--- src/rtl/fir_pkg.sv ---
package fir_pkg;
  localparam int ACC_MAX_W = 40;
  typedef logic signed [ACC_MAX_W-1:0] acc_t;

  // Arithmetic right shift: floor division by 2**frac
  function automatic acc_t q_shift(input acc_t a, input int unsigned frac);
    return a >>> frac;
  endfunction

  // Clamp a scaled value into [0, maxv]
  function automatic acc_t clamp_u(input acc_t a, input acc_t maxv);
    if (a < 0) return '0;
    if (a > maxv) return maxv;
    return a;
  endfunction
endpackage

--- src/rtl/fir_coef_bank.sv ---
module fir_coef_bank #(
  parameter int NTAPS = 3,
  parameter int CW    = 10,
  localparam int IW   = $clog2(NTAPS) + 1
) (
  input  logic                  clk,
  input  logic                  rst_n,
  input  logic                  we,
  input  logic [IW-1:0]         idx,
  input  logic [CW-1:0]         wdata,
  input  logic                  busy,
  output logic [NTAPS*CW-1:0]   coef_flat
);
  logic wr_ok;
  assign wr_ok = we && !busy;

  for (genvar k = 0; k < NTAPS; k++) begin : g_tap
    always_ff @(posedge clk or negedge rst_n) begin
      if (!rst_n)                          coef_flat[k*CW +: CW] <= '0;
      else if (wr_ok && idx == IW'(k))     coef_flat[k*CW +: CW] <= wdata;
    end
  end

  // a write attempted while the stream is active leaves every tap alone
  p_coef_frozen_r8: assert property (@(posedge clk) disable iff (!rst_n)
    (we && busy) |=> $stable(coef_flat));
endmodule

--- src/rtl/fir_window.sv ---
module fir_window #(
  parameter int NTAPS = 3,
  parameter int DW    = 8
) (
  input  logic                 clk,
  input  logic                 rst_n,
  input  logic                 shift,
  input  logic [DW-1:0]        din,
  output logic [NTAPS*DW-1:0]  taps
);
  localparam int HN = NTAPS - 1;
  logic [DW-1:0] hist [HN];

  always_ff @(posedge clk or negedge rst_n) begin
    if (!rst_n) begin
      for (int j = 0; j < HN; j++) hist[j] <= '0;
    end else if (shift) begin
      hist[0] <= din;
      for (int j = 1; j < HN; j++) hist[j] <= hist[j-1];
    end
  end

  assign taps[0 +: DW] = din;
  for (genvar j = 0; j < HN; j++) begin : g_out
    assign taps[(j+1)*DW +: DW] = hist[j];
  end

  // newest slot takes the accepted sample; idle cycles keep the oldest
  p_window_load_r3: assert property (@(posedge clk) disable iff (!rst_n)
    shift |=> hist[0] == $past(din));
  p_window_hold_r3: assert property (@(posedge clk) disable iff (!rst_n)
    !shift |=> $stable(hist[HN-1]));
endmodule

--- src/rtl/fir_mac.sv ---
module fir_mac #(
  parameter int NTAPS = 3,
  parameter int DW    = 8,
  parameter int CW    = 10,
  parameter int FRAC  = 8,
  parameter int ACCW  = 22
) (
  input  logic [NTAPS*DW-1:0]    taps,
  input  logic [NTAPS*CW-1:0]    coef_flat,
  output logic signed [ACCW-1:0] acc
);
  always_comb begin
    acc = ACCW'(1) <<< (FRAC - 1);
    for (int k = 0; k < NTAPS; k++) begin
      logic signed [ACCW-1:0] xs;
      logic signed [ACCW-1:0] cs;
      xs = ACCW'($signed({1'b0, taps[k*DW +: DW]}));
      cs = ACCW'($signed(coef_flat[k*CW +: CW]));
      acc = acc + xs * cs;
    end
  end
endmodule

--- src/rtl/fir_stream.sv ---
module fir_stream #(
  parameter int DW    = 8,
  parameter int CW    = 10,
  parameter int NTAPS = 3,
  parameter int FRAC  = 8,
  localparam int IW   = $clog2(NTAPS) + 1
) (
  input  logic          clk,
  input  logic          rst_n,
  input  logic          coef_we,
  input  logic [IW-1:0] coef_idx,
  input  logic [CW-1:0] coef_data,
  input  logic          in_valid,
  output logic          in_ready,
  input  logic [DW-1:0] in_data,
  output logic          out_valid,
  input  logic          out_ready,
  output logic [DW-1:0] out_data
);
  import fir_pkg::*;

  localparam int ACCW = DW + CW + $clog2(NTAPS) + 2;
  localparam int WW   = $clog2(NTAPS);
  localparam int MAXV = (1 << DW) - 1;

  logic                  in_fire;
  logic                  busy;
  logic                  warm_full;
  logic [WW-1:0]         warm_cnt;
  logic [NTAPS*CW-1:0]   coef_flat;
  logic [NTAPS*DW-1:0]   taps;
  logic signed [ACCW-1:0] acc;
  acc_t                  scaled;
  acc_t                  clipped;

  assign in_ready  = !out_valid || out_ready;
  assign in_fire   = in_valid && in_ready;
  assign busy      = in_valid || out_valid;
  assign warm_full = (warm_cnt == WW'(NTAPS - 1));

  fir_coef_bank #(.NTAPS(NTAPS), .CW(CW)) u_coef (
    .clk(clk), .rst_n(rst_n), .we(coef_we), .idx(coef_idx),
    .wdata(coef_data), .busy(busy), .coef_flat(coef_flat)
  );

  fir_window #(.NTAPS(NTAPS), .DW(DW)) u_win (
    .clk(clk), .rst_n(rst_n), .shift(in_fire), .din(in_data), .taps(taps)
  );

  fir_mac #(.NTAPS(NTAPS), .DW(DW), .CW(CW), .FRAC(FRAC), .ACCW(ACCW)) u_mac (
    .taps(taps), .coef_flat(coef_flat), .acc(acc)
  );

  assign scaled  = q_shift(acc_t'(acc), FRAC);
  assign clipped = clamp_u(scaled, acc_t'(MAXV));

  always_ff @(posedge clk or negedge rst_n) begin
    if (!rst_n) begin
      out_valid <= 1'b0;
      out_data  <= '0;
      warm_cnt  <= '0;
    end else if (in_fire) begin
      out_data  <= clipped[DW-1:0];
      out_valid <= warm_full;
      if (!warm_full) warm_cnt <= warm_cnt + 1'b1;
    end else if (out_ready) begin
      out_valid <= 1'b0;
    end
  end

  // a refused result is held unchanged
  p_stall_hold_r6: assert property (@(posedge clk) disable iff (!rst_n)
    (out_valid && !out_ready) |=> (out_valid && $stable(out_data)));
  // a result only appears one cycle after an accepted sample
  p_rise_needs_fire_r5: assert property (@(posedge clk) disable iff (!rst_n)
    $rose(out_valid) |-> $past(in_fire));
  // samples taken during warm-up do not raise out_valid
  p_warm_quiet_r4: assert property (@(posedge clk) disable iff (!rst_n)
    (in_fire && !warm_full) |=> !out_valid);
endmodule

--- config.mk ---
export PLATFORM = sky130hd
export DESIGN_NAME = fir_stream
export DESIGN_NICKNAME = d
export VERILOG_FILES = /design/src/rtl/fir_pkg.sv /design/src/rtl/fir_coef_bank.sv /design/src/rtl/fir_window.sv /design/src/rtl/fir_mac.sv /design/src/rtl/fir_stream.sv
export SDC_FILE = /design/constraint.sdc
export NUM_CORES = 1
export LEC_CHECK = 0
export BUFFER_PORTS_ARGS = -buffer_cell sky130_fd_sc_hd__buf_2
export CORE_UTILIZATION = 70
export CTS_CLUSTER_DIAMETER = 150
export DETAILED_ROUTE_END_ITERATION = 7
export GPL_ROUTABILITY_DRIVEN = 0
export GPL_TIMING_DRIVEN = 1
export PLACE_DENSITY = 0.86
export SYNTH_ARGS = -nofsm -noshare
export SYNTH_HDL_FRONTEND = slang
export SYNTH_SLANG_ARGS = --single-unit
--- constraint.sdc ---
create_clock -name clk -period 18.1 [get_ports clk]
set_input_delay 1.81 -clock clk [delete_from_list [all_inputs] [get_ports clk]]
set_output_delay 1.81 -clock clk [all_outputs]
set_load 0.1 [all_outputs]
==> results.txt <==
Min cycle time layout -> 9.79 ns
Final hold vios -> 0
Area grow syn2layout -> 4.53%
Critical Path RT -> 18.29 ns
Initial Util -> 0.720
Final setup viols -> 0
Vias in the first global route -> 9769
Total congestion overflow -> 0
Floorplan row count -> 48
DRC violations left -> 0
Status -> complete, no violations
RSZ-0062 raised after global routing -> no
Area of the multi-input gates -> 0.00976 mm^2
CP dominant cell by count -> fa_1
Final Slew Violations -> 0
Metal3 WL -> 1390 um
Fmax -> 102 MHz
Synth warn -> 0
H-tree Lvls -> 3
Diode count -> 0
Max-cap viol count -> 0
Die width -> 136 um
Synth area leader -> fa_1
Global-route wire length before repair -> 45300 um
Via-to-Cell Ratio -> 5.69
Post-CTS Hold Fix Bufs -> 0
Clk_lat worst skew -> 0.35 ns
WL met2 -> 13500 um
Most frequent cell after synthesis -> inv_1
CTS tree -> done
CTS Root Cell -> clkbuf_16
Total GRT Usage -> 0.321
Post-synthesis sequential area ratio -> 0.114
Post-Synthesis Cell Area -> 0.0125 mm^2
Syn nets -> 1736
Vias -> 8918
Slew @ Worst Pin -> 1.24 ns
# resized after CTS -> 0
DRT Wirelength -> 26600 um
WL per Instance -> 17.0 um
Core Region -> 0.0174 mm^2
Largest stage delay, worst path -> 0.58 ns
Top-area cell type share of the netlist area -> 0.379
Async SR Flop Fraction -> 1.00
Synth area leaders -> fa_1, ha_1, dfrtp_1
Clock slew at reported path FFs -> 0.05 ns
Post-Syn Instances -> 1333
Share of layout cells above drive strength 1 -> 0.0760
Register area -> 0.00143 mm^2
Fill cell count -> 1197
Synthesized area per cell -> 9.40 um^2
Post-CTS repair timing setup buffer count -> 0
CP Launch Type -> input port
Starting DRT DRC Count -> 440
Clock sink total -> 57
Worst rel slew slack -> 0.172
CTS max path bufs -> 2
FF+latch count, synth -> 57
Setup tns final -> 0 ns
Post-DP HPWL -> 21800 um
Post-synth EDFFs -> 0
Antenna Nets Post-Route -> 0
DIE AREA -> 0.0184 mm^2
Fin crit share -> 0.541
Final nets -> 1741
Critical Path AT -> 9.98 ns
Main synth FF type -> dfrtp_1
Skew final -> 0.00698 ns
DIE HEIGHT -> 136 um
Post-synth cell types -> 53
IO Pins -> 36
Commonest cells post-synth -> inv_1, fa_1, nand2_1, ha_1, and2_1
PortBufs -> 35
Antenna violations before repair -> 0
TritonCTS buffer count -> 9
CP max-delay cell -> fa_1
Hold WC Path Type -> reg -> reg
DR top layer -> met4
Crit Path Category -> in -> reg
Worst Setup End Kind -> flop
Drt pass-1 iters -> 5
Crit path max fanout -> 11
Fin util -> 0.752
Post-Route M1 WL -> 10700 um
Largest net degree at the start of global routing -> 58
[registers in the layout, indices dropped and copies added (netlist names)]
register,count
u_win.taps,16
u_coef.coef_flat,30
out_valid,1
out_data,8
warm_cnt,2
[placed cells by master (no fill, tap or decap), types with 3 or more instances in the layout]
master      netlist  layout
a21oi_1          30      30
mux2_2           30      30
buf_2             2      35
fa_1            237     237
nand4_1           4       4
dfrtp_1          57      57
nor2_1           20      20
o31a_1            3       3
a21o_1           10      10
or2_2             3       3
a31o_2            4       4
nand3_1           6       6
a31oi_1           8       8
a211oi_1         10      10
nor3_1           14      14
o21ai_0           5       5
clkbuf_16         0       9
nand2_1         173     173
o21bai_1          5       5
and2_2            5       5
xor2_1           15      15
xnor2_1          35      35
inv_1           313     313
and2_1          129     129
nand2b_1          5       5
clkinvlp_4        0       3
ha_1            140     140
[cells by family (layout without fill, tap and decap cells)]
group | Yosys count | in the layout | share of synthesized area
AOI/OAI and AO/OA | 92 | 92 | 0.0497
and+or+nand+nor | 370 | 370 | 0.147
adders and majority gates | 377 | 377 | 0.518
xor gates and xnor gates | 50 | 50 | 0.0349
muxes | 32 | 32 | 0.0289
DFF | 57 | 57 | 0.114
buffers and inverters | 355 | 364 | 0.107
[worst max-delay path, delay by kind of cell]
family | cells | cell delay, ns
adders and majority gates | 10 | 4.57
and+or+nand+nor | 5 | 1.16
buffers and inverters | 4 | 0.39
AOI/OAI and AO/OA | 9 | 1.69
xor gates and xnor gates | 2 | 0.35
[layout make-up]
| type | instances | area share |
|---|---|---|
| inverter | 313 | 0.0897 |
| clock inverter | 5 | 0.00248 |
| multi-input combinational | 921 | 0.745 |
| tap | 225 | 0.0215 |
| timing repair buffer | 36 | 0.0139 |
| sequential | 57 | 0.109 |
| clock buffer | 10 | 0.0182 |
[routing by layer]
metal	vias up	track usage
met3	77	0.0410
met1	4525	0.423
met2	274	0.535
li1	4042	-
met5	-	0
met4	0	0.144
[through the flow]
| step | setup slack, ns | instance area, um^2 | std cells | hold WS (ns) |
|---|---|---|---|---|
| 3_5_place_dp | 8.11 | 12800 | 1552 | 0.509 |
| 3_3_place_gp | 8.37 | 12800 | 1552 | 0.497 |
| 5_1_grt | 7.85 | 13100 | 1567 | 0.549 |
| 4_1_cts | 8.33 | 13100 | 1567 | 0.522 |
| 2_1_floorplan | 8.85 | 12500 | 1333 | 0.482 |
| 6_report | 8.31 | 13100 | 1567 | 0.523 |
[path summary, 6_finish.rpt]
path	start	end	slack (ns)	cells after the start
min in group asynchronous	rst_n	warm_cnt[0]	1.62	2
max in group asynchronous	rst_n	u_coef.coef_flat[22]	15.94	2
max	in_data[0]	out_data[0]	8.31	30
min	warm_cnt[1]	warm_cnt[1]	0.52	2
min reg2reg	warm_cnt[1]	warm_cnt[1]	0.52	2
max reg2reg	u_win.taps[8]	out_data[0]	9.18	33
Power is left out: the tool's default activity adds up to more than one toggle a clock period on the data nets, which glitch-free logic cannot reach.
